**config.mk**
```make
export PLATFORM = sky130hd
export DESIGN_NAME = rtc_calendar_snap
export DESIGN_NICKNAME = d
export VERILOG_FILES = /design/src/rtl/rtc_cal_pkg.sv /design/src/rtl/rtc_time_advance.sv /design/src/rtl/rtc_snapshot.sv /design/src/rtl/rtc_read_mux.sv /design/src/rtl/rtc_calendar_snap.sv
export SDC_FILE = /design/constraint.sdc
export NUM_CORES = 1
export LEC_CHECK = 0
export BUFFER_PORTS_ARGS = -buffer_cell sky130_fd_sc_hd__buf_2
export CORE_MARGIN = 2
export CORE_UTILIZATION = 25
export DETAILED_ROUTE_END_ITERATION = 10
export GPL_TIMING_DRIVEN = 0
export RECOVER_POWER = 50
export SETUP_SLACK_MARGIN = 0.4
export SLEW_MARGIN = 30
export SYNTH_ARGS = -nofsm -noshare
export SYNTH_HDL_FRONTEND = slang
export SYNTH_SLANG_ARGS = --single-unit
```
**constraint.sdc**
```tcl
create_clock -name clk -period 3.4 [get_ports clk]
set_input_delay 0.51 -clock clk [delete_from_list [all_inputs] [get_ports clk]]
set_output_delay 0.51 -clock clk [all_outputs]
set_load 0.03 [all_outputs]
```
**src/rtl/rtc_cal_pkg.sv**
```systemverilog
package rtc_cal_pkg;

    localparam int REG_COUNT = 8;
    localparam int REG_AW    = $clog2(REG_COUNT);
    localparam int REG_DW    = 8;

    typedef enum logic [REG_AW-1:0] {
        REG_CTRL  = 3'd0,
        REG_SEC   = 3'd1,
        REG_MIN   = 3'd2,
        REG_HOUR  = 3'd3,
        REG_DOW   = 3'd4,
        REG_DATE  = 3'd5,
        REG_MONTH = 3'd6,
        REG_YEAR  = 3'd7
    } reg_sel_e;

    typedef struct packed {
        logic [5:0] cent;
        logic [7:0] year;
        logic [4:0] month;
        logic [5:0] date;
        logic [2:0] dow;
        logic [5:0] hour;
        logic [6:0] min;
        logic [6:0] sec;
    } cal_time_t;

    typedef struct packed {
        logic       wbit;
        logic       rbit;
        logic       osc_stop;
        logic       min_x;
        logic [1:0] hour_x;
        logic [4:0] dow_x;
        logic [1:0] date_x;
        logic [2:0] month_x;
    } side_bits_t;

    localparam cal_time_t CAL_RESET = '{
        cent: 6'h00, year: 8'h00, month: 5'h01, date: 6'h01,
        dow: 3'd1, hour: 6'h00, min: 7'h00, sec: 7'h00
    };

    localparam side_bits_t SIDE_RESET = '{
        wbit: 1'b0, rbit: 1'b0, osc_stop: 1'b1, min_x: 1'b0,
        hour_x: 2'b00, dow_x: 5'b0, date_x: 2'b00, month_x: 3'b000
    };

    // Add one to a two-digit packed BCD value.
    function automatic logic [7:0] bcd_step(input logic [7:0] v);
        logic [7:0] r;
        if (v[3:0] >= 4'd9) r = {v[7:4] + 4'd1, 4'h0};
        else                r = {v[7:4], v[3:0] + 4'd1};
        return r;
    endfunction

    // Divisible by 4: (10*tens + ones) mod 4 == (2*tens + ones) mod 4.
    function automatic logic year_is_leap(input logic [7:0] y);
        logic [4:0] s;
        s = {y[6:4], 1'b0} + {1'b0, y[3:0]};
        return (s[1:0] == 2'b00);
    endfunction

    function automatic logic [5:0] month_last_day(input logic [4:0] m,
                                                   input logic       leap);
        logic [5:0] d;
        case (m)
            5'h02:                      d = leap ? 6'h29 : 6'h28;
            5'h04, 5'h06, 5'h09, 5'h11: d = 6'h30;
            default:                    d = 6'h31;
        endcase
        return d;
    endfunction

endpackage

```
**src/rtl/rtc_time_advance.sv**
```systemverilog
module rtc_time_advance
    import rtc_cal_pkg::*;
(
    input  logic      clk,
    input  logic      rst,
    input  logic      en,
    input  cal_time_t cur,
    output cal_time_t nxt
);

    logic [7:0] t_sec, t_min, t_hour, t_date, t_month, t_year, t_cent;
    logic [5:0] last_day;

    always_comb begin
        t_sec    = bcd_step({1'b0, cur.sec});
        t_min    = bcd_step({1'b0, cur.min});
        t_hour   = bcd_step({2'b00, cur.hour});
        t_date   = bcd_step({2'b00, cur.date});
        t_month  = bcd_step({3'b000, cur.month});
        t_year   = bcd_step(cur.year);
        t_cent   = bcd_step({2'b00, cur.cent});
        last_day = month_last_day(cur.month, year_is_leap(cur.year));
    end

    always_comb begin
        nxt = cur;
        if (en) begin
            if (cur.sec != 7'h59) begin
                nxt.sec = t_sec[6:0];
            end else begin
                nxt.sec = 7'h00;
                if (cur.min != 7'h59) begin
                    nxt.min = t_min[6:0];
                end else begin
                    nxt.min = 7'h00;
                    if (cur.hour != 6'h23) begin
                        nxt.hour = t_hour[5:0];
                    end else begin
                        nxt.hour = 6'h00;
                        nxt.dow  = (cur.dow >= 3'd7) ? 3'd1 : cur.dow + 3'd1;
                        if (cur.date < last_day) begin
                            nxt.date = t_date[5:0];
                        end else begin
                            nxt.date = 6'h01;
                            if (cur.month != 5'h12) begin
                                nxt.month = t_month[4:0];
                            end else begin
                                nxt.month = 5'h01;
                                if (cur.year != 8'h99) begin
                                    nxt.year = t_year;
                                end else begin
                                    nxt.year = 8'h00;
                                    nxt.cent = (cur.cent == 6'h39) ? 6'h00 : t_cent[5:0];
                                end
                            end
                        end
                    end
                end
            end
        end
    end

    AST_SEC_WRAP_CARRY: assert property (@(posedge clk) disable iff (rst)
        (en && cur.sec == 7'h59) |-> (nxt.sec == 7'h00 && nxt.min != cur.min));
    AST_DOW_IN_RANGE: assert property (@(posedge clk) disable iff (rst)
        (en && cur.dow >= 3'd1 && cur.dow <= 3'd7) |-> (nxt.dow >= 3'd1 && nxt.dow <= 3'd7));
    AST_DATE_NONZERO: assert property (@(posedge clk) disable iff (rst)
        (en && cur.date != 6'h00) |-> (nxt.date != 6'h00));

endmodule

```
**src/rtl/rtc_snapshot.sv**
```systemverilog
module rtc_snapshot
    import rtc_cal_pkg::*;
(
    input  logic      clk,
    input  logic      rst,
    input  logic      tick,
    input  logic      freeze,
    input  logic      capture,
    input  cal_time_t live_now,
    input  cal_time_t live_next,
    output cal_time_t view
);

    always_ff @(posedge clk) begin
        if (rst)                  view <= CAL_RESET;
        else if (capture)         view <= live_now;
        else if (tick && !freeze) view <= live_next;
    end

    AST_FROZEN_VIEW: assert property (@(posedge clk) disable iff (rst)
        (freeze && $past(freeze)) |-> $stable(view));

endmodule

```
**src/rtl/rtc_read_mux.sv**
```systemverilog
module rtc_read_mux
    import rtc_cal_pkg::*;
(
    input  logic              rd,
    input  logic [REG_AW-1:0] addr,
    input  side_bits_t        side,
    input  cal_time_t         view,
    output logic [REG_DW-1:0] rdata
);

    always_comb begin
        rdata = '0;
        if (rd) begin
            case (reg_sel_e'(addr))
                REG_CTRL:  rdata = {side.wbit, side.rbit, view.cent};
                REG_SEC:   rdata = {side.osc_stop, view.sec};
                REG_MIN:   rdata = {side.min_x, view.min};
                REG_HOUR:  rdata = {side.hour_x, view.hour};
                REG_DOW:   rdata = {side.dow_x, view.dow};
                REG_DATE:  rdata = {side.date_x, view.date};
                REG_MONTH: rdata = {side.month_x, view.month};
                REG_YEAR:  rdata = view.year;
                default:   rdata = '0;
            endcase
        end
    end

endmodule

```
**src/rtl/rtc_calendar_snap.sv**
```systemverilog
module rtc_calendar_snap
    import rtc_cal_pkg::*;
(
    input  logic              clk,
    input  logic              rst,
    input  logic              tick_1hz,
    input  logic [REG_AW-1:0] bus_addr,
    input  logic [REG_DW-1:0] bus_wdata,
    input  logic              bus_wr,
    input  logic              bus_rd,
    output logic [REG_DW-1:0] bus_rdata
);

    cal_time_t  live_q, live_adv, live_d, view;
    side_bits_t side_q, side_d;
    logic       adv_en, capture;

    assign adv_en  = tick_1hz && !side_q.osc_stop;
    assign capture = bus_wr && (reg_sel_e'(bus_addr) == REG_CTRL)
                     && bus_wdata[6] && !side_q.rbit;

    rtc_time_advance u_adv (
        .clk (clk),
        .rst (rst),
        .en  (adv_en),
        .cur (live_q),
        .nxt (live_adv)
    );

    // Bus writes land on top of this cycle's advanced value.
    always_comb begin
        live_d = live_adv;
        side_d = side_q;
        if (bus_wr) begin
            case (reg_sel_e'(bus_addr))
                REG_CTRL: begin
                    side_d.wbit = bus_wdata[7];
                    side_d.rbit = bus_wdata[6];
                    live_d.cent = bus_wdata[5:0];
                end
                REG_SEC: begin
                    side_d.osc_stop = bus_wdata[7];
                    live_d.sec      = bus_wdata[6:0];
                end
                REG_MIN: begin
                    side_d.min_x = bus_wdata[7];
                    live_d.min   = bus_wdata[6:0];
                end
                REG_HOUR: begin
                    side_d.hour_x = bus_wdata[7:6];
                    live_d.hour   = bus_wdata[5:0];
                end
                REG_DOW: begin
                    side_d.dow_x = bus_wdata[7:3];
                    live_d.dow   = bus_wdata[2:0];
                end
                REG_DATE: begin
                    side_d.date_x = bus_wdata[7:6];
                    live_d.date   = bus_wdata[5:0];
                end
                REG_MONTH: begin
                    side_d.month_x = bus_wdata[7:5];
                    live_d.month   = bus_wdata[4:0];
                end
                REG_YEAR: live_d.year = bus_wdata;
                default: ;
            endcase
        end
    end

    always_ff @(posedge clk) begin
        if (rst) begin
            live_q <= CAL_RESET;
            side_q <= SIDE_RESET;
        end else begin
            live_q <= live_d;
            side_q <= side_d;
        end
    end

    rtc_snapshot u_snap (
        .clk       (clk),
        .rst       (rst),
        .tick      (tick_1hz),
        .freeze    (side_q.rbit),
        .capture   (capture),
        .live_now  (live_q),
        .live_next (live_adv),
        .view      (view)
    );

    rtc_read_mux u_rmux (
        .rd    (bus_rd),
        .addr  (bus_addr),
        .side  (side_q),
        .view  (view),
        .rdata (bus_rdata)
    );

    AST_STOPPED_NO_COUNT: assert property (@(posedge clk) disable iff (rst)
        (side_q.osc_stop && !bus_wr) |=> $stable(live_q));
    AST_REFRESH_TRACKS_LIVE: assert property (@(posedge clk) disable iff (rst)
        (tick_1hz && !side_q.rbit && !bus_wr) |=> (view == live_q));

endmodule

```
==> flow_metrics.env <==
export IMPL_switchingPower_w=0.000839
export IMPL_crit_fanout=10
export IMPL_syn_num_nets=922
export IMPL_required_ps=3630
export IMPL_dp_cells=1226
export IMPL_dp_hpwl_um=19400
export IMPL_synth_edf_count=0
export IMPL_clkSinkCount=112
export IMPL_ios=24
export IMPL_whs_ps=462
export IMPL_cts_made_buffers=9
export IMPL_rr_worst_depth=11
export IMPL_critical_path_class="input pin to flip-flop"
export IMPL_crit_path_cell_trace="clkbuf_1 > nor4b_2 > nand2_1 > nand2b_1 > clkbuf_1 > clkbuf_1 > o221ai_1 > nor2b_1"
export IMPL_ctsLongestPathBuffers=2
export IMPL_rows=60
export IMPL_wl_per_cell_um=21.6
export IMPL_fin_skew_ps=11.9
export IMPL_synthesis_area_um2=6770
export IMPL_placed_area_um2=7260
export IMPL_dp_slack_ps=117
export IMPL_grt_max_degree=20
export IMPL_grt_pass1_vias=6560
export IMPL_period_needed_ps=3130
export IMPL_worst_r2r_endpoint="u_snap.view[47]"
export IMPL_hp_start="side_q[15]"
export IMPL_slowest_stage="nor4b_2"
export IMPL_synth_area_top_cells="dfxtp_1, nand2_1, ha_1"
export IMPL_drc=0
export IMPL_hp_class="flip-flop to flip-flop"
export IMPL_routed_wl_um=27000
export IMPL_setup_viol=0
export IMPL_syn_inst=872
export IMPL_drive_gt1_share_pct=9.80
export IMPL_area_growth_pct=13.9
export IMPL_crit_path_max_incr_delay_ps=850
export IMPL_cts_root_buffer="clkbuf_16"
export IMPL_post_synth_top_count_cell="nand2_1"
export IMPL_max_freq_mhz=320
export IMPL_power_density_nw_per_um2=362
export IMPL_start_kind="input pin"
export IMPL_fp_dieH_um=169
export IMPL_final_area_um2=7710
export IMPL_async_flop_share_pct=0
export IMPL_switching_share_pct=30.1
export IMPL_seqPwrFrac_pct=49.4
export IMPL_hold_viol=0
export IMPL_synth_area_leader_cell="dfxtp_1"
export IMPL_slew_headroom_pct=37.1
export IMPL_grt_overflow=0
export IMPL_ff2ff_setup_slack_ps=440
export IMPL_gp_congestion=0.992
export IMPL_insertion_delay_ps=370
export IMPL_clkPwrFrac_pct=37.9
export IMPL_cap_violations=0
export IMPL_post_route_period_util_pct=91.9
export IMPL_yosys_top_cells_count="nand2_1, dfxtp_1, a21oi_1"
export IMPL_synth_seq_area_share_pct=33.1
export IMPL_drtIter0Drc=944
export IMPL_layout_setup_ws_ps=275
export IMPL_drtAntennaViolNets=0
export IMPL_avgSynthCellArea_um2=7.76
export IMPL_nets=953
export IMPL_finalNonFillerCells=1249
export IMPL_p_int_w=0.00195
export IMPL_final_max_slew_viol_count=0
export IMPL_initial_utilization_pct=25.3
export IMPL_synth_flop_cell="dfxtp_1"
export IMPL_fp_dieW_um=169
export IMPL_hold_depth=2
export IMPL_vias=7169
export IMPL_dieArea_um2=28400
export IMPL_n_antenna_cell=0
export IMPL_reg2reg_from="live_q[29]"
export IMPL_p_comb_share_pct=12.6
export IMPL_cts_max_level=3
export IMPL_ys_ff_latch=112
export IMPL_worstMarginPinSlew_ps=941
export IMPL_synthDistinctLibCells=74
export IMPL_synth_warning_count=0
export IMPL_critPathCaptureType="flip-flop"
export IMPL_core_um2=26700
export IMPL_vdd_drop_max_v=0.000185
export IMPL_synth_top_area_share_pct=33.1
export IMPL_p_leak_nw=2.53
export IMPL_drt_pass1_iter_count=6
export IMPL_grt_pass1_wl_um=40100
export IMPL_worstPathArrival_ps=3350
export IMPL_antenna_found_initial=0
export IMPL_min_to="side_q[15]"
export IMPL_setup_tns_ps=0
export IMPL_cts_tree="done"
export IMPL_vias_per_cell=5.74
export IMPL_grt_setup_unrepaired="yes"
export IMPL_postCtsHoldBufs=0
export IMPL_crit_path_frequent_cell="clkbuf_1"
export IMPL_io_buffers=13
export IMPL_grt_use_total_pct=18.5
export IMPL_clk_pin_slew_ps=80
export IMPL_outcome="completed"
-- power groups by stage --
stage	sequential (W)	combinational (W)	clock [W]
global route	0.00138	0.000375	0.00112
global placement	0.00141	0.000335	0
detailed placement	0.00141	0.000336	0
floorplan	0.00139	0.000218	0
CTS	0.00138	0.000338	0.00105
finish	0.00138	0.000352	0.00106
-- sequential cells by signal, indices dropped and copies added, names as in the netlist --
name,cells
live_q,48
u_snap.view,48
side_q,16
-- metal layers --
metal / share of wire, % / track usage (%) / vias to the layer above
li1: - / - / 3244
met1: 42 / 24.5 / 3421
met2: 45 / 29.5 / 411
met3: 8.2 / 2.29 / 93
met4: 5.1 / 9.78 / 0
met5: 0 / 0 / -
-- worst max path at each step --
stage	slack, ps	start	end
6_report	270	bus_addr[0]	u_snap.view[7]
5_1_grt	240	bus_addr[0]	u_snap.view[22]
4_1_cts	390	live_q[29]	u_snap.view[44]
3_5_place_dp	120	bus_wr	u_snap.view[7]
3_3_place_gp	80	bus_wr	u_snap.view[7]
2_1_floorplan	640	live_q[29]	live_q[30]
-- stage by stage --
step / power (W) / util, %
global route: 0.00287 / 28.8
detailed placement: 0.00174 / 27.2
floorplan: 0.00161 / -
CTS: 0.00277 / 28.3
finish: 0.00279 / 28.8
global placement: 0.00174 / 27.2
-- cell type report --
cell class              instances  area, um2
well taps                     341        427
repair buffers                 19        105
clock inverters                 7       52.6
inverters                      30        115
clock buffers                   9        225
fillers                      2924      19000
flip-flops and latches        112       2250
multi-input cells             667       4280
plain buffers                  64        262
-- cell families (layout without fill, tap and decap cells) --
group                    count (synthesis)  after routing  share of synthesized area, %
AO/OA/AOI/OAI                          254            255                          24.5
XOR/XNOR                                 7              7                         0.906
adder cells (fa/ha/maj)                 34             34                          6.29
buffers and inverters                   94            129                          5.40
flip-flops                             112            112                          33.1
multiplexers                            19             19                          3.62
AND/OR/NAND/NOR                        352            352                          26.2
-- critical path: cells and delay by family --
kind | cells | cell delay, ps
AOI/OAI and AO/OA | 1 | 220
buffers and inverters | 3 | 1270
and+or+nand+nor | 4 | 1340
-- repair_timing --
item,in CTS,in global routing
gates cloned,0,1
setup endpoints to repair,28,49
pin swaps,1,12
buffers inserted,2,4
resized for setup,6,31
-- placed cells by master (no fill, tap or decap), types with 13 or more instances in the layout --
master,instances
a21oi_1,77
a211oi_1,18
nand3_1,61
buf_2,14
a31oi_1,39
o22ai_1,13
nor2_1,60
nand2b_1,13
o21ai_0,35
clkbuf_1,49
ha_1,33
inv_1,29
and3_1,13
dfxtp_1,110
nand2_1,120
Power figures use the tool's default switching activity.
